===== src/rtl/pc_seq_pkg.sv =====
package pc_seq_pkg;
  typedef enum logic [1:0] {
    BR_NONE   = 2'd0,
    BR_COND   = 2'd1,
    BR_UNCOND = 2'd2,
    BR_RTE    = 2'd3
  } br_kind_e;

  localparam int unsigned INSTR_BYTES = 2;
endpackage


===== src/rtl/pc_seq_branch_eval.sv =====
module pc_seq_branch_eval
  import pc_seq_pkg::*;
#(
  parameter int unsigned ADDR_W = 32
) (
  input  logic [1:0]        kind_i,
  input  logic              sense_i,
  input  logic              delayed_i,
  input  logic [ADDR_W-1:0] target_i,
  input  logic              t_flag_i,
  input  logic              in_slot_i,
  output logic              redirect_now_o,
  output logic              delay_open_o,
  output logic              delay_take_o,
  output logic              illegal_o,
  output logic [ADDR_W-1:0] tgt_even_o
);
  br_kind_e kind;
  logic is_br, active, is_delayed, taken;

  assign kind = br_kind_e'(kind_i);

  always_comb begin
    is_br      = (kind != BR_NONE);
    active     = is_br & ~in_slot_i;
    is_delayed = (kind == BR_UNCOND) | (kind == BR_RTE) |
                 ((kind == BR_COND) & delayed_i);
    taken      = (kind == BR_COND) ? (t_flag_i == sense_i) : 1'b1;
  end

  assign illegal_o      = is_br & in_slot_i;
  assign redirect_now_o = active & ~is_delayed & taken;
  assign delay_open_o   = active & is_delayed;
  assign delay_take_o   = active & is_delayed & taken;
  // instructions are halfword aligned
  assign tgt_even_o     = {target_i[ADDR_W-1:1], 1'b0};
endmodule


===== src/rtl/pc_seq_slot_ctl.sv =====
module pc_seq_slot_ctl #(
  parameter int unsigned ADDR_W = 32
) (
  input  logic              clk_i,
  input  logic              rst_ni,
  input  logic              adv_i,
  input  logic              flush_i,
  input  logic              delay_open_i,
  input  logic              delay_take_i,
  input  logic              illegal_i,
  input  logic [ADDR_W-1:0] tgt_i,
  output logic              in_slot_o,
  output logic              pend_v_o,
  output logic [ADDR_W-1:0] pend_tgt_o,
  output logic              illegal_o
);
  always_ff @(posedge clk_i or negedge rst_ni) begin
    if (!rst_ni) begin
      in_slot_o  <= 1'b0;
      pend_v_o   <= 1'b0;
      pend_tgt_o <= '0;
      illegal_o  <= 1'b0;
    end else if (flush_i) begin
      in_slot_o <= 1'b0;
      pend_v_o  <= 1'b0;
      illegal_o <= 1'b0;
    end else if (adv_i) begin
      in_slot_o <= delay_open_i;
      pend_v_o  <= delay_take_i;
      illegal_o <= illegal_i;
      if (delay_take_i) pend_tgt_o <= tgt_i;
    end else begin
      illegal_o <= 1'b0;
    end
  end
endmodule


===== src/rtl/pc_seq.sv =====
module pc_seq
  import pc_seq_pkg::*;
#(
  parameter int unsigned     ADDR_W    = 32,
  parameter logic [ADDR_W-1:0] RESET_VEC = 32'hA000_0000
) (
  input  logic              clk_i,
  input  logic              rst_ni,
  input  logic              stall_i,
  input  logic              flush_i,
  input  logic [1:0]        br_kind_i,
  input  logic              br_sense_i,
  input  logic              br_delayed_i,
  input  logic [ADDR_W-1:0] br_target_i,
  input  logic              t_flag_i,
  output logic [ADDR_W-1:0] fetch_addr_o,
  output logic              in_slot_o,
  output logic              slot_illegal_o
);
  localparam logic [ADDR_W-1:0] STEP = ADDR_W'(INSTR_BYTES);

  logic              adv;
  logic              redirect_now, delay_open, delay_take, illegal;
  logic [ADDR_W-1:0] tgt_even, pend_tgt, pc_q, pc_d;
  logic              in_slot, pend_v;

  assign adv = ~stall_i & ~flush_i;

  pc_seq_branch_eval #(.ADDR_W(ADDR_W)) u_eval (
    .kind_i         (br_kind_i),
    .sense_i        (br_sense_i),
    .delayed_i      (br_delayed_i),
    .target_i       (br_target_i),
    .t_flag_i       (t_flag_i),
    .in_slot_i      (in_slot),
    .redirect_now_o (redirect_now),
    .delay_open_o   (delay_open),
    .delay_take_o   (delay_take),
    .illegal_o      (illegal),
    .tgt_even_o     (tgt_even)
  );

  pc_seq_slot_ctl #(.ADDR_W(ADDR_W)) u_slot (
    .clk_i        (clk_i),
    .rst_ni       (rst_ni),
    .adv_i        (adv),
    .flush_i      (flush_i),
    .delay_open_i (delay_open),
    .delay_take_i (delay_take),
    .illegal_i    (illegal),
    .tgt_i        (tgt_even),
    .in_slot_o    (in_slot),
    .pend_v_o     (pend_v),
    .pend_tgt_o   (pend_tgt),
    .illegal_o    (slot_illegal_o)
  );

  always_comb begin
    pc_d = pc_q;
    if (adv) begin
      if (in_slot && pend_v) pc_d = pend_tgt;
      else if (redirect_now) pc_d = tgt_even;
      else                   pc_d = pc_q + STEP;
    end
  end

  always_ff @(posedge clk_i or negedge rst_ni) begin
    if (!rst_ni) pc_q <= RESET_VEC;
    else         pc_q <= pc_d;
  end

  assign fetch_addr_o = pc_q;
  assign in_slot_o    = in_slot;
endmodule


===== config.mk =====
export PLATFORM = sky130hd
export DESIGN_NAME = pc_seq
export DESIGN_NICKNAME = d
export VERILOG_FILES = /design/src/rtl/pc_seq_pkg.sv /design/src/rtl/pc_seq_branch_eval.sv /design/src/rtl/pc_seq_slot_ctl.sv /design/src/rtl/pc_seq.sv
export SDC_FILE = /design/constraint.sdc
export NUM_CORES = 1
export LEC_CHECK = 0
export BUFFER_PORTS_ARGS = -buffer_cell sky130_fd_sc_hd__buf_2
export CORE_ASPECT_RATIO = 0.8
export CORE_MARGIN = 5
export CORE_UTILIZATION = 35
export DETAILED_ROUTE_END_ITERATION = 6
export HOLD_SLACK_MARGIN = 0.05
export PLACE_DENSITY = 0.65
export SETUP_SLACK_MARGIN = 0.5
export SLEW_MARGIN = 40
export SYNTH_ARGS = -nofsm -noshare
export SYNTH_HDL_FRONTEND = slang
export SYNTH_SLANG_ARGS = --single-unit

===== constraint.sdc =====
create_clock -name clk_i -period 2.8 [get_ports clk_i]
set_input_delay 0.14 -clock clk_i [delete_from_list [all_inputs] [get_ports clk_i]]
set_output_delay 0.14 -clock clk_i [all_outputs]
set_load 0.02 [all_outputs]

-- Word level (Yosys, flattened, before mapping)
Index checks and enable logic that the tools add are counted.
- bits in registers: 66
- bits in latches: 0
- RAM bits: 0
- ROM bits: 0
- input bits: 41
- output and inout bits: 34
- word-level logic and storage cells: 37
- memories: 0
- $add $sub $neg: 1
- $mul: 0
- div/mod/pow operators: 0
- order comparisons: 0
- equal/unequal tests: 4
- shifts and indexed selects: 0
- multiplexer cells: 9
- bitwise gates (word level): 14
- reduce and logical (&&, ||, !) cells: 4
- operator list (kind ; count):
    2-to-1 mux 32 bit ; 2
    adder 32 x 2 -> 32 bit (second input constant) ; 1
    AND 1 bit ; 8
    2-to-1 mux 1 bit ; 7
    equality test 2 bit (second input constant) ; 2
    inverter 1 bit ; 4
    nonzero test 2 bit ; 2
    AND reduction 3 bit ; 1
    equality test 2 x 1 -> 1 bit (second input constant) ; 1
    OR 1 bit ; 2
    equality test 1 bit ; 1
    logical AND 1 bit ; 1

-- Longest topological paths before layout
- depth in word-level cells: 8
- mapped depth: 8
- mapped depth without buffers: 6

-- Cells and area by module
From an unflattened synthesis, not the netlist that was laid out.
- cells, all modules: 427
- area total of the unflattened synthesis: 4110.2 µm²
- by module, submodules not included (module ; instances ; cells each ; area each (µm²) ; sequential area each (µm²)):
    pc_seq ; 1 ; 309 ; 2366.0 ; 803.3
    pc_seq_slot_ctl ; 1 ; 76 ; 1438.9 ; 875.8
    pc_seq_branch_eval ; 1 ; 42 ; 305.3 ; 0.0

-- Worst setup path after synthesis
No wires, ideal clock.
- kind: register to register
- start: register u_slot.in_slot_o
- end: register pc_q[10], in the netlist fetch_addr_o[10]
- library setup time: 0.126 ns
- arrival time: 1.980 ns
- required time: 2.674 ns
- slack: 0.694 ns
- cell stages (with the launch flop): 9
- path buffers: 3
- clock period less this slack: 2.106 ns
- path through: dfrtp_1 > buf_6 > or4b_1 > buf_2 > or2_1 > buf_6 > o21ai_1 > a21oi_1 > a221o_1
- longest elaborated chain between the ends: 6
- elaborated cells between the ends (all ways): 7
- those cells by class: mux (2); bitwise (4); reduce/logical (1)
- RTL lines (what ; line ; text):
    from (decl) ; pc_seq_slot_ctl.sv:12 ; output logic in_slot_o,
    from (signal assigned) ; pc_seq_slot_ctl.sv:28 ; in_slot_o <= delay_open_i;
    inverter 1 bit ; pc_seq_branch_eval.sv:25 ; active = is_br & ~in_slot_i;
    AND 1 bit ; pc_seq_branch_eval.sv:25 ;
    AND 1 bit (2 in series) ; pc_seq_branch_eval.sv:32 ; assign redirect_now_o = active & ~is_delayed & taken;
    2-to-1 mux 32 bit ; pc_seq.sv:62 ; else if (redirect_now) pc_d = tgt_even;
    2-to-1 mux 32 bit * ; pc_seq.sv:61 ; if (in_slot && pend_v) pc_d = pend_tgt;
    to (signal assigned) ; pc_seq.sv:69 ; else pc_q <= pc_d;
    to (decl) ; pc_seq.sv:24 ; logic [ADDR_W-1:0] tgt_even, pend_tgt, pc_q, pc_d;
Every way passes the cells marked *; elsewhere a longest branch is shown, timed or not.
A chain may end at the register's enable or synchronous reset.

-- Final worst setup path
- start: register u_slot.in_slot_o
- end: register pc_q[16], in the netlist fetch_addr_o[16]
Same word-level chain as after synthesis.

==> flow_summary.ini <==
[synthesis]
synth_enable_flop_cells = 0
synth_area_um2 = 3490
synth-main-ff-cell = dfrtp_1
ys.warnings.count = 0
synth_cell_types = 48
synthCells = 349
synth.avg_cell_area_um2 = 10.0
ys_ff_latch = 65
async_reset_ff_share_pct = 100
seq_area_frac_synth_pct = 46.6
syn-num-nets = 391

[layout]
multi_input_area_um2 = 1740
syn2layout_area_growth_pct = 26.0
final_area_um2 = 4400
layout.nets = 471
fillers = 950
ff_latch_area_um2 = 1630
layout-drive-gt1-share_pct = 32.9
num_antenna_cells = 0

[clock_tree]
cts_tree = yes
clk_path_buf_depth = 2
cts-root-buf = clkbuf_16
numClockSinks = 65
cts_buffers = 9
insertion_delay_ns = 0.33
clk_pin_slew_ns = 0.06
h-tree-depth = 3

[drt]
wl_per_cell_um = 16.8
viasPerCell = 5.39
firstDrtPassIters = 5
drtIter0Drc = 187
vias = 3070
drc = 0
wl_mm = 9.60
ant_nets = 0

[critical_path]
r2r_slack_ns = 0.64
reg2reg_to = fetch_addr_o[16]
cp_num_buf_inv = 1
end_kind = flip-flop
crit_family = simple AND/OR/NAND/NOR gates
cp.arrival_ns = 2.36
critPathMaxFanout = 12
timing.critical_path.from_type = flip-flop
reg2reg_depth = 6
regToRegStartpoint = u_slot.in_slot_o
slowest_stage = or4b_1
critical_path_required_ns = 3.00
critical_path_class = flip-flop to flip-flop
max_stage_delay_ns = 0.68
path_cells = or4b_1 -> o21ai_4 -> buf_4 -> a31oi_1 -> o21ai_0 -> o311ai_0
startpoint = u_slot.in_slot_o

[placed_design]
dpl_cell_area_um2 = 4030
place.port_buffers = 72
dp.final_hpwl_mm = 6.75
gp_congestion = 0.824

[sta]
min_period_ns = 2.16
fmax_mhz = 463
timing.final.max_slew_violations = 0
finalCritPeriodShare_pct = 77.2
report.final.setup_viol = 0
skew_ns = 0.00628
finalHoldViolCount = 0
worst_pin_slew_ns = 0.666
fin_tns_setup_ns = 0
rsz0062_at_grt = no
slew_headroom_pct = 55.5

[grt]
antenna_found_initial = 0
grt-busiest-layer = met2
first_global_vias = 3053
grt_max_degree = 32
grt_usage_pct = 16.3
grt_pass1_wl_mm = 15.6
overflow = 0
grt_use_met2_pct = 25.1
grtUsageMet3_pct = 4.49
grt_use_met1_pct = 22.5

[min_path]
min_from = br_target_i[7]
hp-class = input pin to flip-flop
holdPathStages = 2
min_to = u_slot.pend_tgt_o[7]

[die]
die_area_um2 = 12100
dieWidth_um = 122
die_h_um = 99.4
initial_core_util_pct = 36.1
core-area_um2 = 9690
row_count = 32
ios = 75

[power_and_ir_drop]
ir_worst_vdd_mv = 0.380
p_leak_uw = 0.00188
p_per_area_nw_per_um2 = 753

[outcome]
outcome = finished clean

[job]
maxCapViolCount = 0
==> synthesized netlist by cell type (2+ instances only) <==
| library cell | instances | area, um^2 |
|---|---|---|
| nand4_1 | 8 | 50.1 |
| a211oi_1 | 3 | 22.5 |
| a221oi_1 | 6 | 52.6 |
| clkbuf_1 | 10 | 37.5 |
| buf_4 | 3 | 22.5 |
| o22ai_1 | 6 | 37.5 |
| nor2_1 | 29 | 109 |
| dfstp_2 | 2 | 52.6 |
| or3_1 | 2 | 12.5 |
| o21ai_2 | 2 | 17.5 |
| and4_1 | 2 | 17.5 |
| dfrtp_1 | 63 | 1580 |
| xnor2_1 | 5 | 43.8 |
| xor2_1 | 11 | 96.3 |
| a21o_1 | 2 | 15.0 |
| buf_6 | 2 | 22.5 |
| and3_1 | 5 | 31.3 |
| and2_1 | 7 | 43.8 |
| nand2_1 | 19 | 71.3 |
| mux2_2 | 31 | 349 |
| o21ai_0 | 25 | 125 |
| a21oi_1 | 15 | 75.1 |
| a22o_1 | 8 | 70.1 |
| nor3_1 | 2 | 10.0 |
| o311ai_0 | 2 | 17.5 |
| a221o_1 | 9 | 90.1 |
| o21ai_1 | 5 | 25.0 |
| nor4_1 | 4 | 25.0 |
| a22oi_1 | 7 | 52.6 |
| buf_2 | 7 | 35.0 |
| a31oi_1 | 12 | 75.1 |
| inv_1 | 5 | 18.8 |
| nand3_1 | 15 | 75.1 |
==> report_power, final <==
part / internal (uW) / switching, uW
logic: 329 / 396
clock network: 804 / 425
registers: 1150 / 207
total: 2290 / 1030
==> layout by cell type (no fill, tap or decap), drive strengths merged, types with 3 or more instances in the layout <==
| master | synthesis | final |
|---|---|---|
| mux2 | 31 | 31 |
| dlygate4sd3 | 0 | 3 |
| nor2 | 30 | 30 |
| clkinvlp | 0 | 3 |
| a22oi | 7 | 7 |
| nand4 | 8 | 8 |
| a211oi | 3 | 3 |
| a221o | 9 | 9 |
| and3 | 5 | 5 |
| and2 | 7 | 7 |
| a22o | 8 | 8 |
| nor4 | 4 | 4 |
| nand3 | 15 | 15 |
| inv | 5 | 5 |
| nand2 | 19 | 19 |
| clkbuf | 10 | 10 |
| buf | 12 | 88 |
| xnor2 | 5 | 5 |
| a221oi | 6 | 6 |
| dfrtp | 63 | 63 |
| o22ai | 6 | 6 |
| xor2 | 11 | 11 |
| a21oi | 15 | 15 |
| a31oi | 12 | 12 |
| o21ai | 32 | 32 |
==> registers in the layout (all words and copies together), names as in the netlist <==
| name | flops |
|---|---|
| fetch_addr_o | 31 |
| u_slot.pend_tgt_o | 31 |
| u_slot.illegal_o | 1 |
| u_slot.in_slot_o | 1 |
| u_slot.pend_v_o | 1 |
==> worst max-delay path by stage <==
stage	depth (start not counted)	to	slack (ns)
after floorplan	8	fetch_addr_o[10]	0.69
after global placement	5	fetch_addr_o[11]	0.50
after detailed placement	5	fetch_addr_o[6]	0.45
after CTS	6	fetch_addr_o[16]	0.50
after global routing	7	fetch_addr_o[19]	0.50
final	6	fetch_addr_o[16]	0.64
==> per-layer routing <==
metal,share of wire [%],vias to the layer above
met2,46,78
met1,47,1497
li1,-,1482
met3,5.8,13
met4,1.1,0
met5,0,-
==> kinds of logic after synthesis <==
kind of cell / share of synthesized area [%]
AOI/OAI and AO/OA: 21.0
xor gates and xnor gates: 4.01
adders and majority gates: 0.358
buffers and inverters: 3.90
DFF: 46.6
muxes: 9.99
other: 0.107
and+or+nand+nor: 14.0
==> metrics by stage <==
step	hold slack, ns	worst slack (ns)	util, %	cells	total power (uW)
after floorplan	-0.156	0.694	-	349	1810
after CTS	0.0506	0.504	45.3	570	3350
final	0.0571	0.639	45.4	570	3310
after global placement	0.0793	0.499	41.6	551	2070
after detailed placement	0.0808	0.447	41.6	551	2100
after global routing	0.0559	0.502	45.4	570	3490
==> area by class of cell <==
type	count	share of cell area [%]
clock buffer	10	5.43
clock inverter	6	2.07
inverter	5	0.426
multi-input combinational	257	39.6
sequential	65	37.0
tap	136	3.86
timing repair buffer	91	11.6
==> timing repair <==
item / 4_1_cts / 5_1_grt
hold endpoints to repair: 18 / 0
gates cloned: 0 / 0
endpoints found under the setup margin: 6 / 14
resized for setup: 1 / 2
buffers inserted: 0 / 0
hold buffers: 3 / 0
pin swaps: 0 / 0
(Power assumes the default switching activity.)
